## config.mk

```make
export PLATFORM = sky130hd
export DESIGN_NAME = ela_capture
export DESIGN_NICKNAME = d
export VERILOG_FILES = /design/src/rtl/ela_pkg.sv /design/src/rtl/ela_match_unit.sv /design/src/rtl/ela_trig_comb.sv /design/src/rtl/ela_capture_ctrl.sv /design/src/rtl/ela_sample_buf.sv /design/src/rtl/ela_capture.sv
export SDC_FILE = /design/constraint.sdc
export NUM_CORES = 1
export LEC_CHECK = 0
export ABC_AREA = 1
export BUFFER_PORTS_ARGS = -buffer_cell sky130_fd_sc_hd__buf_2
export CORE_MARGIN = 2
export CORE_UTILIZATION = 62
export DETAILED_ROUTE_END_ITERATION = 10
export PLACE_DENSITY = 0.83
export SKIP_LAST_GASP = 1
export SLEW_MARGIN = 20
export SYNTH_ARGS = -nofsm -noshare
export SYNTH_HDL_FRONTEND = slang
export SYNTH_HIERARCHICAL = 1
export SYNTH_SLANG_ARGS = --single-unit
```

## constraint.sdc

```tcl
create_clock -name clk_i -period 3.4 [get_ports clk_i]
set_input_delay 0.68 -clock clk_i [delete_from_list [all_inputs] [get_ports clk_i]]
set_output_delay 0.68 -clock clk_i [all_outputs]
set_load 0.1 [all_outputs]
```

## src/rtl/ela_pkg.sv

```systemverilog
package ela_pkg;
  localparam int N_MATCH = 4;
  localparam int N_LVL   = 4;
  localparam int SEL_W   = $clog2(N_MATCH);
  localparam int LVL_W   = $clog2(N_LVL);

  typedef enum logic [1:0] {REL_EQ, REL_NE, REL_LT, REL_GT} rel_e;
  typedef enum logic [1:0] {ST_IDLE, ST_WAIT, ST_BURST, ST_FREE} cap_st_e;

  typedef struct packed {
    logic [N_LVL*SEL_W-1:0] lvl_sel;
    logic [LVL_W-1:0]       last_lvl;
    logic                   store_trig;
    logic                   nsamp;
    logic                   invert;
    logic                   use_or;
    logic                   seq_mode;
  } ctrl_t;

  localparam int CTRL_W = $bits(ctrl_t);
endpackage

```

## src/rtl/ela_match_unit.sv

```systemverilog
module ela_match_unit import ela_pkg::*; #(
  parameter int TRIG_W = 8
) (
  input  logic [TRIG_W-1:0] trig_i,
  input  logic [TRIG_W-1:0] value_i,
  input  rel_e              rel_i,
  output logic              hit_o
);
  always_comb begin
    unique case (rel_i)
      REL_EQ: hit_o = (trig_i == value_i);
      REL_NE: hit_o = (trig_i != value_i);
      REL_LT: hit_o = (trig_i <  value_i);
      REL_GT: hit_o = (trig_i >  value_i);
      default: hit_o = 1'b0;
    endcase
  end
endmodule

```

## src/rtl/ela_trig_comb.sv

```systemverilog
module ela_trig_comb import ela_pkg::*; (
  input  logic               clk_i,
  input  logic               rst_ni,
  input  logic               clr_i,
  input  logic               wait_i,
  input  logic [N_MATCH-1:0] hit_i,
  input  logic [N_MATCH-1:0] en_i,
  input  ctrl_t              ctrl_i,
  output logic               trig_o
);
  logic [LVL_W-1:0] lvl_q;
  logic [SEL_W-1:0] cur_sel;
  logic             cur_hit, is_last, flat_res;

  assign flat_res = (ctrl_i.use_or ? |(hit_i & en_i) : &(hit_i | ~en_i)) ^ ctrl_i.invert;
  assign cur_sel  = ctrl_i.lvl_sel[lvl_q*SEL_W +: SEL_W];
  assign cur_hit  = hit_i[cur_sel];
  assign is_last  = (lvl_q >= ctrl_i.last_lvl);
  assign trig_o   = ctrl_i.seq_mode ? (cur_hit && is_last) : flat_res;

  always_ff @(posedge clk_i or negedge rst_ni) begin
    if (!rst_ni)                                  lvl_q <= '0;
    else if (clr_i)                               lvl_q <= '0;
    else if (wait_i && ctrl_i.seq_mode && cur_hit) lvl_q <= is_last ? '0 : lvl_q + 1'b1;
  end

  // sequencer moves by at most one level, or restarts
  p_lvl_step_r3: assert property (@(posedge clk_i) disable iff (!rst_ni)
    1'b1 |=> (lvl_q == $past(lvl_q) || lvl_q == $past(lvl_q) + 1'b1 || lvl_q == '0));
  p_arm_lvl_r8: assert property (@(posedge clk_i) disable iff (!rst_ni)
    clr_i |=> lvl_q == '0);
endmodule

```

## src/rtl/ela_capture_ctrl.sv

```systemverilog
module ela_capture_ctrl import ela_pkg::*; #(
  parameter int DEPTH = 16,
  parameter int LEN_W = 16,
  localparam int AW = $clog2(DEPTH)
) (
  input  logic             clk_i,
  input  logic             rst_ni,
  input  logic             arm_trig_i,
  input  logic             arm_free_i,
  input  logic             stop_i,
  input  logic             fire_i,
  input  logic             nsamp_i,
  input  logic [LEN_W-1:0] len_i,
  output logic             we_o,
  output logic             wait_o,
  output logic             clr_o,
  output logic [AW:0]      ptr_o,
  output logic             done_o
);
  cap_st_e          st_q;
  logic [AW:0]      ptr_q;
  logic [LEN_W-1:0] rem_q;
  logic             done_q, arm_any, last_slot;

  assign arm_any   = arm_trig_i | arm_free_i;
  assign clr_o     = arm_any & ~stop_i;
  assign wait_o    = (st_q == ST_WAIT);
  assign last_slot = (ptr_q == (AW+1)'(DEPTH-1));
  assign we_o      = !stop_i && !arm_any &&
                     (st_q == ST_FREE || st_q == ST_BURST || (st_q == ST_WAIT && fire_i));
  assign ptr_o     = ptr_q;
  assign done_o    = done_q;

  always_ff @(posedge clk_i or negedge rst_ni) begin
    if (!rst_ni) begin
      st_q <= ST_IDLE; ptr_q <= '0; rem_q <= '0; done_q <= 1'b0;
    end else if (stop_i) begin
      st_q <= ST_IDLE; done_q <= 1'b1;
    end else if (arm_any) begin
      st_q <= arm_trig_i ? ST_WAIT : ST_FREE;
      ptr_q <= '0; rem_q <= '0; done_q <= 1'b0;
    end else if (we_o) begin
      ptr_q <= ptr_q + 1'b1;
      if (last_slot) begin
        st_q <= ST_IDLE; done_q <= 1'b1;
      end else begin
        unique case (st_q)
          ST_WAIT: begin
            if (len_i <= LEN_W'(1)) begin
              st_q <= nsamp_i ? ST_WAIT : ST_IDLE;
              done_q <= !nsamp_i;
            end else begin
              st_q <= ST_BURST; rem_q <= len_i - 1'b1;
            end
          end
          ST_BURST: begin
            if (rem_q == LEN_W'(1)) begin
              st_q <= nsamp_i ? ST_WAIT : ST_IDLE;
              done_q <= !nsamp_i;
            end
            rem_q <= rem_q - 1'b1;
          end
          default: ;
        endcase
      end
    end
  end

  p_no_overflow_r6: assert property (@(posedge clk_i) disable iff (!rst_ni)
    ptr_q <= (AW+1)'(DEPTH));
  p_done_quiet_r6: assert property (@(posedge clk_i) disable iff (!rst_ni)
    done_q |-> st_q == ST_IDLE);
  p_stop_done_r7: assert property (@(posedge clk_i) disable iff (!rst_ni)
    stop_i |=> done_q && $stable(ptr_q));
  p_arm_clear_r8: assert property (@(posedge clk_i) disable iff (!rst_ni)
    (arm_any && !stop_i) |=> (ptr_q == '0 && !done_q));
  p_burst_left_r5: assert property (@(posedge clk_i) disable iff (!rst_ni)
    st_q == ST_BURST |-> rem_q != '0);
endmodule

```

## src/rtl/ela_sample_buf.sv

```systemverilog
module ela_sample_buf #(
  parameter int DATA_W = 8,
  parameter int DEPTH  = 16,
  localparam int AW = $clog2(DEPTH)
) (
  input  logic              clk_i,
  input  logic              we_i,
  input  logic [AW-1:0]     waddr_i,
  input  logic [DATA_W-1:0] wdata_i,
  input  logic [AW-1:0]     raddr_i,
  output logic [DATA_W-1:0] rdata_o
);
  logic [DATA_W-1:0] mem_q [DEPTH];

  always_ff @(posedge clk_i) begin
    if (we_i) mem_q[waddr_i] <= wdata_i;
  end

  assign rdata_o = mem_q[raddr_i];
endmodule

```

## src/rtl/ela_capture.sv

```systemverilog
module ela_capture import ela_pkg::*; #(
  parameter int DATA_W = 8,
  parameter int TRIG_W = 8,
  parameter int DEPTH  = 16,
  parameter int CFG_W  = 16,
  localparam int AW    = $clog2(DEPTH),
  localparam int LEN_W = CFG_W
) (
  input  logic              clk_i,
  input  logic              rst_ni,
  input  logic              cfg_we_i,
  input  logic [2:0]        cfg_addr_i,
  input  logic [CFG_W-1:0]  cfg_wdata_i,
  input  logic              arm_trig_i,
  input  logic              arm_free_i,
  input  logic              stop_i,
  input  logic [TRIG_W-1:0] trig_i,
  input  logic [DATA_W-1:0] data_i,
  input  logic [AW-1:0]     rd_addr_i,
  output logic [DATA_W-1:0] rd_data_o,
  output logic              trig_hit_o,
  output logic [AW:0]       count_o,
  output logic              done_o
);
  localparam logic [2:0] A_CTRL = 3'd4;
  localparam logic [2:0] A_LEN  = 3'd5;

  logic [N_MATCH-1:0] hit, men;
  ctrl_t              ctrl_q;
  logic [LEN_W-1:0]   len_q;
  logic               we, wait_st, clr;
  logic [DATA_W-1:0]  sample;

  for (genvar k = 0; k < N_MATCH; k++) begin : g_unit
    logic [TRIG_W-1:0] val_q;
    rel_e              rel_q;
    logic              en_q;
    always_ff @(posedge clk_i or negedge rst_ni) begin
      if (!rst_ni) begin
        val_q <= '0; rel_q <= REL_EQ; en_q <= 1'b0;
      end else if (cfg_we_i && cfg_addr_i == 3'(k)) begin
        val_q <= cfg_wdata_i[TRIG_W-1:0];
        rel_q <= rel_e'(cfg_wdata_i[TRIG_W +: 2]);
        en_q  <= cfg_wdata_i[TRIG_W+2];
      end
    end
    assign men[k] = en_q;
    ela_match_unit #(.TRIG_W(TRIG_W)) u_match (
      .trig_i(trig_i), .value_i(val_q), .rel_i(rel_q), .hit_o(hit[k])
    );
  end

  always_ff @(posedge clk_i or negedge rst_ni) begin
    if (!rst_ni) begin
      ctrl_q <= '0; len_q <= LEN_W'(1);
    end else if (cfg_we_i) begin
      if (cfg_addr_i == A_CTRL) ctrl_q <= ctrl_t'(cfg_wdata_i[CTRL_W-1:0]);
      if (cfg_addr_i == A_LEN)  len_q  <= cfg_wdata_i;
    end
  end

  ela_trig_comb u_trig (
    .clk_i(clk_i), .rst_ni(rst_ni), .clr_i(clr), .wait_i(wait_st),
    .hit_i(hit), .en_i(men), .ctrl_i(ctrl_q), .trig_o(trig_hit_o)
  );

  ela_capture_ctrl #(.DEPTH(DEPTH), .LEN_W(LEN_W)) u_ctrl (
    .clk_i(clk_i), .rst_ni(rst_ni), .arm_trig_i(arm_trig_i), .arm_free_i(arm_free_i),
    .stop_i(stop_i), .fire_i(trig_hit_o), .nsamp_i(ctrl_q.nsamp), .len_i(len_q),
    .we_o(we), .wait_o(wait_st), .clr_o(clr), .ptr_o(count_o), .done_o(done_o)
  );

  assign sample = ctrl_q.store_trig ? DATA_W'(trig_i) : data_i;

  ela_sample_buf #(.DATA_W(DATA_W), .DEPTH(DEPTH)) u_buf (
    .clk_i(clk_i), .we_i(we), .waddr_i(count_o[AW-1:0]), .wdata_i(sample),
    .raddr_i(rd_addr_i), .rdata_o(rd_data_o)
  );

  p_full_done_r6: assert property (@(posedge clk_i) disable iff (!rst_ni)
    count_o == (AW+1)'(DEPTH) |-> done_o);
  p_free_store_r8: assert property (@(posedge clk_i) disable iff (!rst_ni)
    (arm_free_i && !arm_trig_i && !stop_i) |=> (!stop_i && !arm_trig_i && !arm_free_i)
      |=> count_o == (AW+1)'(1));
endmodule

```

# Word-level counts from Yosys, hierarchy flattened
# Memories as Yosys holds them, arrays and structs flattened.
# Index checks and enable logic that the tools add are counted.
[totals]
register_bits = 101
ramBits = 128
in_bits = 45
out_inout_bits = 15
memories = 1
[memory_table]
columns = ["name", "words", "word_bits", "rd", "rd_ports_with_merged_regs", "wr", "line_no", "rtl"]
rows = [
  ["u_buf.mem_q", 16, 8, 1, 0, 1, "ela_sample_buf.sv:13", "logic [DATA_W-1:0] mem_q [DEPTH];"],
]
[op_classes]
n_addsub = 4
order_cmp = 11
eq_ne = 34
n_shift = 1
n_mux = 37
n_bitwise = 7
n_reduce_logical = 33
[op_table]
columns = ["cell", "count"]
rows = [
  ["$mux W16", 4],
  ["$eq A8 B8 Y1", 4],
  ["$gt A8 B8 Y1", 4],
  ["$lt A8 B8 Y1", 4],
  ["$ne A8 B8 Y1", 4],
  ["$pmux W16 S2", 1],
  ["$sub A16 B1 Y16 const B", 2],
  ["$eq A2 B2 Y1 const B", 10],
  ["$mux W2", 10],
  ["$eq A16 B1 Y1 const B", 1],
  ["$le A16 B1 Y1 const B", 1],
  ["$pmux W1 S4", 4],
  ["$mux W1", 12],
  ["$eq A2 B1 Y1 const B", 5],
  ["$logic_and A1 B1 Y1", 10],
  ["$mux W5", 2],
  ["$logic_not A2 Y1", 4],
  ["$mux W8", 1],
  ["$reduce_and A4 Y1", 2],
  ["$shiftx A8 B4 Y2", 1],
  ["$eq A3 B2 Y1 const B", 2],
  ["$eq A3 B3 Y1 const B", 2],
  ["$reduce_and A2 Y1", 3],
  ["$reduce_bool A3 Y1", 2],
  ["28 further kinds", 32],
]

# Logic depth before layout (Yosys ltp)
[logic_depth]
depth_word = 13
ltp_mapped = 28
depth_no_buf = 28

# By module
# Netlist, hierarchy kept.
[modules_own_cells]
columns = ["module", "n_inst", "cells_per_inst", "area_per_inst_um2", "seq_area_each_um2"]
rows = [
  ["ela_sample_buf", 1, 543, 5606.6, 3843.7],
  ["ela_capture", 1, 363, 3130.5, 1878.1],
  ["ela_capture_ctrl", 1, 341, 2100.8, 600.6],
  ["ela_match_unit", 4, 46, 250.2, 0.0],
  ["ela_trig_comb", 1, 68, 399.1, 50.0],
]

# Worst setup path before layout
# OpenSTA, ideal clock, no wires.
[synth_timing]
path_kind = "input-to-reg"
from = "input port trig_i[5]"
to = "memory u_buf.mem_q[12][0], enable pin"
setup_ps = 371
t_arrival_ps = 3598
required_ps = 3029
slack_ps = -569
cell_stages = 21
cell_sequence = "ha_1 -> a21oi_1 -> nor2_1 -> nor2_1 -> nand2_1 -> nand2_1 -> nand2_1 -> nand2_1 -> inv_1 -> a21oi_1 -> nand4_1 -> nand2_1 -> xor2_1 -> nand2_1 -> nand2_1 -> nand2_1 -> nand3_1 -> nand2_2 -> inv_2 -> nand3_1 -> nor2_1"
[synth_between]
elab_chain_cells = 12
elab_cells_between_ends = 35
[synth_lines]
columns = ["element", "line_no", "rtl"]
rows = [
  ["start: declaration", "ela_capture.sv:17", "input logic [TRIG_W-1:0] trig_i,"],
  ["$gt A8 B8 Y1, or another cell as far along", "ela_match_unit.sv:14", "REL_GT: hit_o = (trig_i > value_i);"],
  ["$pmux W1 S4 (*)", "ela_match_unit.sv:10", "unique case (rel_i)"],
  ["named net hit[1]", "ela_capture.sv:28", "logic [N_MATCH-1:0] hit, men;"],
  ["$or A4 B4 Y4 or $and A4 B4 Y4 (tied branches)", "ela_trig_comb.sv:15", "assign flat_res = (ctrl_i.use_or ? |(hit_i & en_i) : &(hit_i | ~en_i)) ^ ctrl_i.invert;"],
  ["$reduce_and A4 Y1 or $reduce_or A4 Y1 (tied branches)", "ela_trig_comb.sv:15", ""],
  ["$mux W1", "ela_trig_comb.sv:15", ""],
  ["$xor A1 B1 Y1", "ela_trig_comb.sv:15", ""],
  ["$mux W1 (*)", "ela_trig_comb.sv:19", "assign trig_o = ctrl_i.seq_mode ? (cur_hit && is_last) : flat_res;"],
  ["named net trig_hit_o", "ela_capture.sv:21", "output logic trig_hit_o,"],
  ["$logic_and A1 B1 Y1 (*)", "ela_capture_ctrl.sv:30", "(st_q == ST_FREE || st_q == ST_BURST || (st_q == ST_WAIT && fire_i));"],
  ["$logic_or A1 B1 Y1 (*)", "ela_capture_ctrl.sv:30", ""],
  ["$logic_and A1 B1 Y1 (*)", "ela_capture_ctrl.sv:29", "assign we_o = !stop_i && !arm_any &&"],
  ["named net we", "ela_capture.sv:31", "logic we, wait_st, clr;"],
  ["$mux W1 (*)", "ela_sample_buf.sv:16", "if (we_i) mem_q[waddr_i] <= wdata_i;"],
  ["$mux W1 (not written as such) (*)", "ela_sample_buf.sv:16", ""],
  ["end: declaration", "ela_sample_buf.sv:13", ""],
]
# Mark *: on every way through the listed nets, which the timed path passes. The rest lies on a longest branch. The select of a mux whose other input is x is not followed.

# Worst setup path after layout
[layout_timing]
from = "register g_unit[3].val_q[2]"
to = "output port trig_hit_o"
[layout_between]
elab_chain_cells = 7
elab_cells_between_ends = 15
[layout_lines]
columns = ["element", "line_no", "rtl"]
rows = [
  ["start: declaration", "ela_capture.sv:35", "logic [TRIG_W-1:0] val_q;"],
  ["start signal: assignment", "ela_capture.sv:42", "val_q <= cfg_wdata_i[TRIG_W-1:0];"],
  ["$gt A8 B8 Y1, or another cell as far along", "ela_match_unit.sv:14", ""],
  ["$pmux W1 S4 (*)", "ela_match_unit.sv:10", ""],
  ["named net hit[3]", "ela_capture.sv:28", ""],
  ["$or A4 B4 Y4 or $and A4 B4 Y4 (tied branches)", "ela_trig_comb.sv:15", ""],
  ["$reduce_and A4 Y1 or $reduce_or A4 Y1 (tied branches)", "ela_trig_comb.sv:15", ""],
  ["$mux W1", "ela_trig_comb.sv:15", ""],
  ["$xor A1 B1 Y1", "ela_trig_comb.sv:15", ""],
  ["$mux W1 (*)", "ela_trig_comb.sv:19", ""],
  ["end: declaration", "ela_capture.sv:21", ""],
]
# Marked as above.

==> metrics.csv <==
metric,value,unit
setup_viol,0,
cts_buffer_depth,3,
die_y,144,um
finalSetupTns,0,ps
ys_ff_latch,229,
required,2720,ps
rsz0062_at_grt,yes,
port_buffers,59,
fp.dieW,144,um
yosys_warnings,6,
fp-row-count,51,
synth_seq_area_share,52.1,%
period_needed,3370,ps
area_growth,15.9,%
finalCoreUtilization,73.1,%
multiInputGateArea,0.00502,mm^2
path_cells,inv_1 -> ha_1 -> nand2_2 -> inv_1 -> nand2_1 -> nand2_1 -> nand2_1 -> nand2_1 -> nand2_1 -> nand2_1 -> nand2_2 -> inv_1 -> nand2_1 -> nand4_1 -> nand2_1 -> xor2_1 -> nand2_2 -> nand2_8 -> buf_12,
diodes,0,
syn_nets,1587,
maxCapViolCount,0,
cp_slowest_cell,dfrtp_1,
cts_buffers,24,
tightest_slew,923,ps
antenna_found_initial,0,
path_clk_slew,60,ps
netlist_area,0.0122,mm^2
hold_viol_final,0,
wire_per_inst,16.4,um
cts_tree,done,
core_area,0.0194,mm^2
final.fill_count,1450,
place_hpwl,20400,um
post-route-period-util,99.1,%
finalWirelength,30600,um
drive_above_1_share,14.8,%
finalClockSkew,16.8,ps
ios,60,
drtIter0Drc,1001,
cts-hold-fix-buffers,0,
initial_core_util,63.1,%
fp.dieArea,0.0209,mm^2
cts_max_level,1,
place_area,0.0132,mm^2
timing.fmax,297,MHz
cp_common_cell,nand2_1,
num_vias,10200,
cts_root_buffer,clkbuf_16,
start_kind,flop,
end_kind,primary output,
irDropWorstVdd,0.556,mV
fin_area,0.0142,mm^2
clock-sinks,229,
synth_area_per_cell,8.16,um^2
globalplace.congestion,0.895,
finalPower,8.17,mW
crit_fanout,2,
seq_area,0.00637,mm^2
cp.arrival,2690,ps
firstDrtPassIters,6,
grt-ovfl-total,0,
max-slew-margin-rel,38.4,%
synth.distinct_cells,32,
status,finished clean,
vias_per_cell,5.49,
drc_errors,0,
hold_path.class,primary input to asynchronous set/reset pin,
antenna_left,0,
num-nets-final,1669,
grt_max_degree,65,
grt_pass1_vias,9766,
grt_pass1_wl,48300,um
p_leak,6.96,nW
crit_type,flop to primary output,
slowest_delay,380,ps
insertion_delay,530,ps
slew_viol_final,0,
p_per_area,576,mW/mm^2
synth_cells,1499,
track_usage,29.9,%
## timing repair
action                                  4_1_cts  5_1_grt
endpoints found under the setup margin        1       36
hold endpoints to repair                      0        0
pin swaps                                     2       13
gates cloned                                  0        0
resized for setup                             6       23
buffers inserted                              2        6
## report_power, final
part           switching, mW  internal (mW)  total [mW]  leakage, nW
sequential             0.203           3.21        3.42         2.45
combinational           1.35          0.662        2.01         4.10
clock                   1.10           1.65        2.75        0.410
total                   2.65           5.52        8.17         6.96
## per-stage QoR
stage | hold slack [ps] | instances | worst slack [ps]
5_1_grt | 227 | 1864 | -157
3_5_place_dp | 459 | 1813 | -144
2_1_floorplan | 384 | 1499 | 8.35
4_1_cts | 192 | 1858 | 36.0
3_3_place_gp | 454 | 1813 | -54.3
6_report | 171 | 1864 | 30.8
## cell usage after synthesis, drive strengths merged
cell type  number  share of area, %
xor2            4              0.29
o21ai          25               1.0
buf            42               2.5
dfrtp         100                20
nand4           5              0.26
nand3b         11              0.67
clkbuf          3             0.092
ha             43               4.4
o21bai          2              0.12
a21oi          15              0.61
dfstp           1              0.21
inv           225               6.9
a22o            1             0.072
nand2         576                18
nor3            3              0.12
edfxtp        128                31
xnor2           4              0.29
o22ai           6              0.31
nand3         208               8.8
o21a            1             0.061
nor2           96               3.5
## cells by family (layout without fill, tap and decap cells)
family,Yosys count,count (layout),share of synthesized area (%)
AOI/OAI and AO/OA,50,50,2.20
xor gates and xnor gates,8,8,0.572
adders and majority gates,43,43,4.40
buffers and inverters,270,370,9.51
DFF,229,229,52.1
and+or+nand+nor,899,899,31.3
## worst max-delay path: cells and delay by family (launching register included)
family	cells	cell delay (ps)
xor+xnor	1	160
buf+inv	4	340
fa+ha+maj	1	300
flops	1	380
simple gates	13	980
## cell type report
| type | count | share of cell area (%) |
|---|---|---|
| clock inverters | 16 | 1.37 |
| repair buffers | 101 | 5.45 |
| inverters | 225 | 6.01 |
| multi-input cells | 1000 | 35.4 |
| well taps | 265 | 2.34 |
| clock buffers | 28 | 4.48 |
| flip-flops and latches | 229 | 44.9 |
## flip-flops by register name, indices dropped and copies added, names as in the netlist
name	cells
u_buf/mem_q	128
g_unit.val_q	32
len_q	16
u_ctrl/rem_q	16
ctrl_q	15
g_unit.rel_q	8
u_ctrl/ptr_o	5
g_unit.en_q	4
u_ctrl/st_q	2
u_trig/lvl_q	2
u_ctrl/done_o	1
## per-layer routing
metal / track usage [%] / routed length [um] / up-vias
met5: 0 / 0 / -
met4: 9.25 / 1020 / 0
met3: 3.77 / 1960 / 89
met2: 54.5 / 15700 / 411
met1: 37.2 / 11900 / 4828
li1: - / - / 4901
## placed cells by master (no fill, tap or decap), drive strengths merged
cell and n:
nand4 5, dfstp 1, dfrtp 100, bufinv 4, nand3b 11, nor2 96, clkbuf 28, inv 225
xor2 4, o21a 1, nor3 3, nand3 208, a21oi 15, nand2 576, a22o 1, clkinv 12
xnor2 4, o21bai 2, edfxtp 128, o22ai 6, o21ai 25, ha 43, buf 101
## worst paths after layout
kind                                    startpoint                  to  slack (ps)  cells after the start
worst max-delay path            g_unit[3].val_q[2]          trig_hit_o          30                     19
worst min-delay path                        rst_ni  g_unit[2].val_q[6]         170                      1
worst max register to register  g_unit[3].val_q[2]   u_buf/mem_q[6][1]         170                     26
worst min register to register  g_unit[0].val_q[4]  g_unit[0].val_q[4]         470                      2
max in group asynchronous                   rst_ni            len_q[0]        2450                      2
min in group clk_i                 cfg_wdata_i[15]           len_q[15]         350                      3
Note: power is estimated with default switching activity, not from simulation.
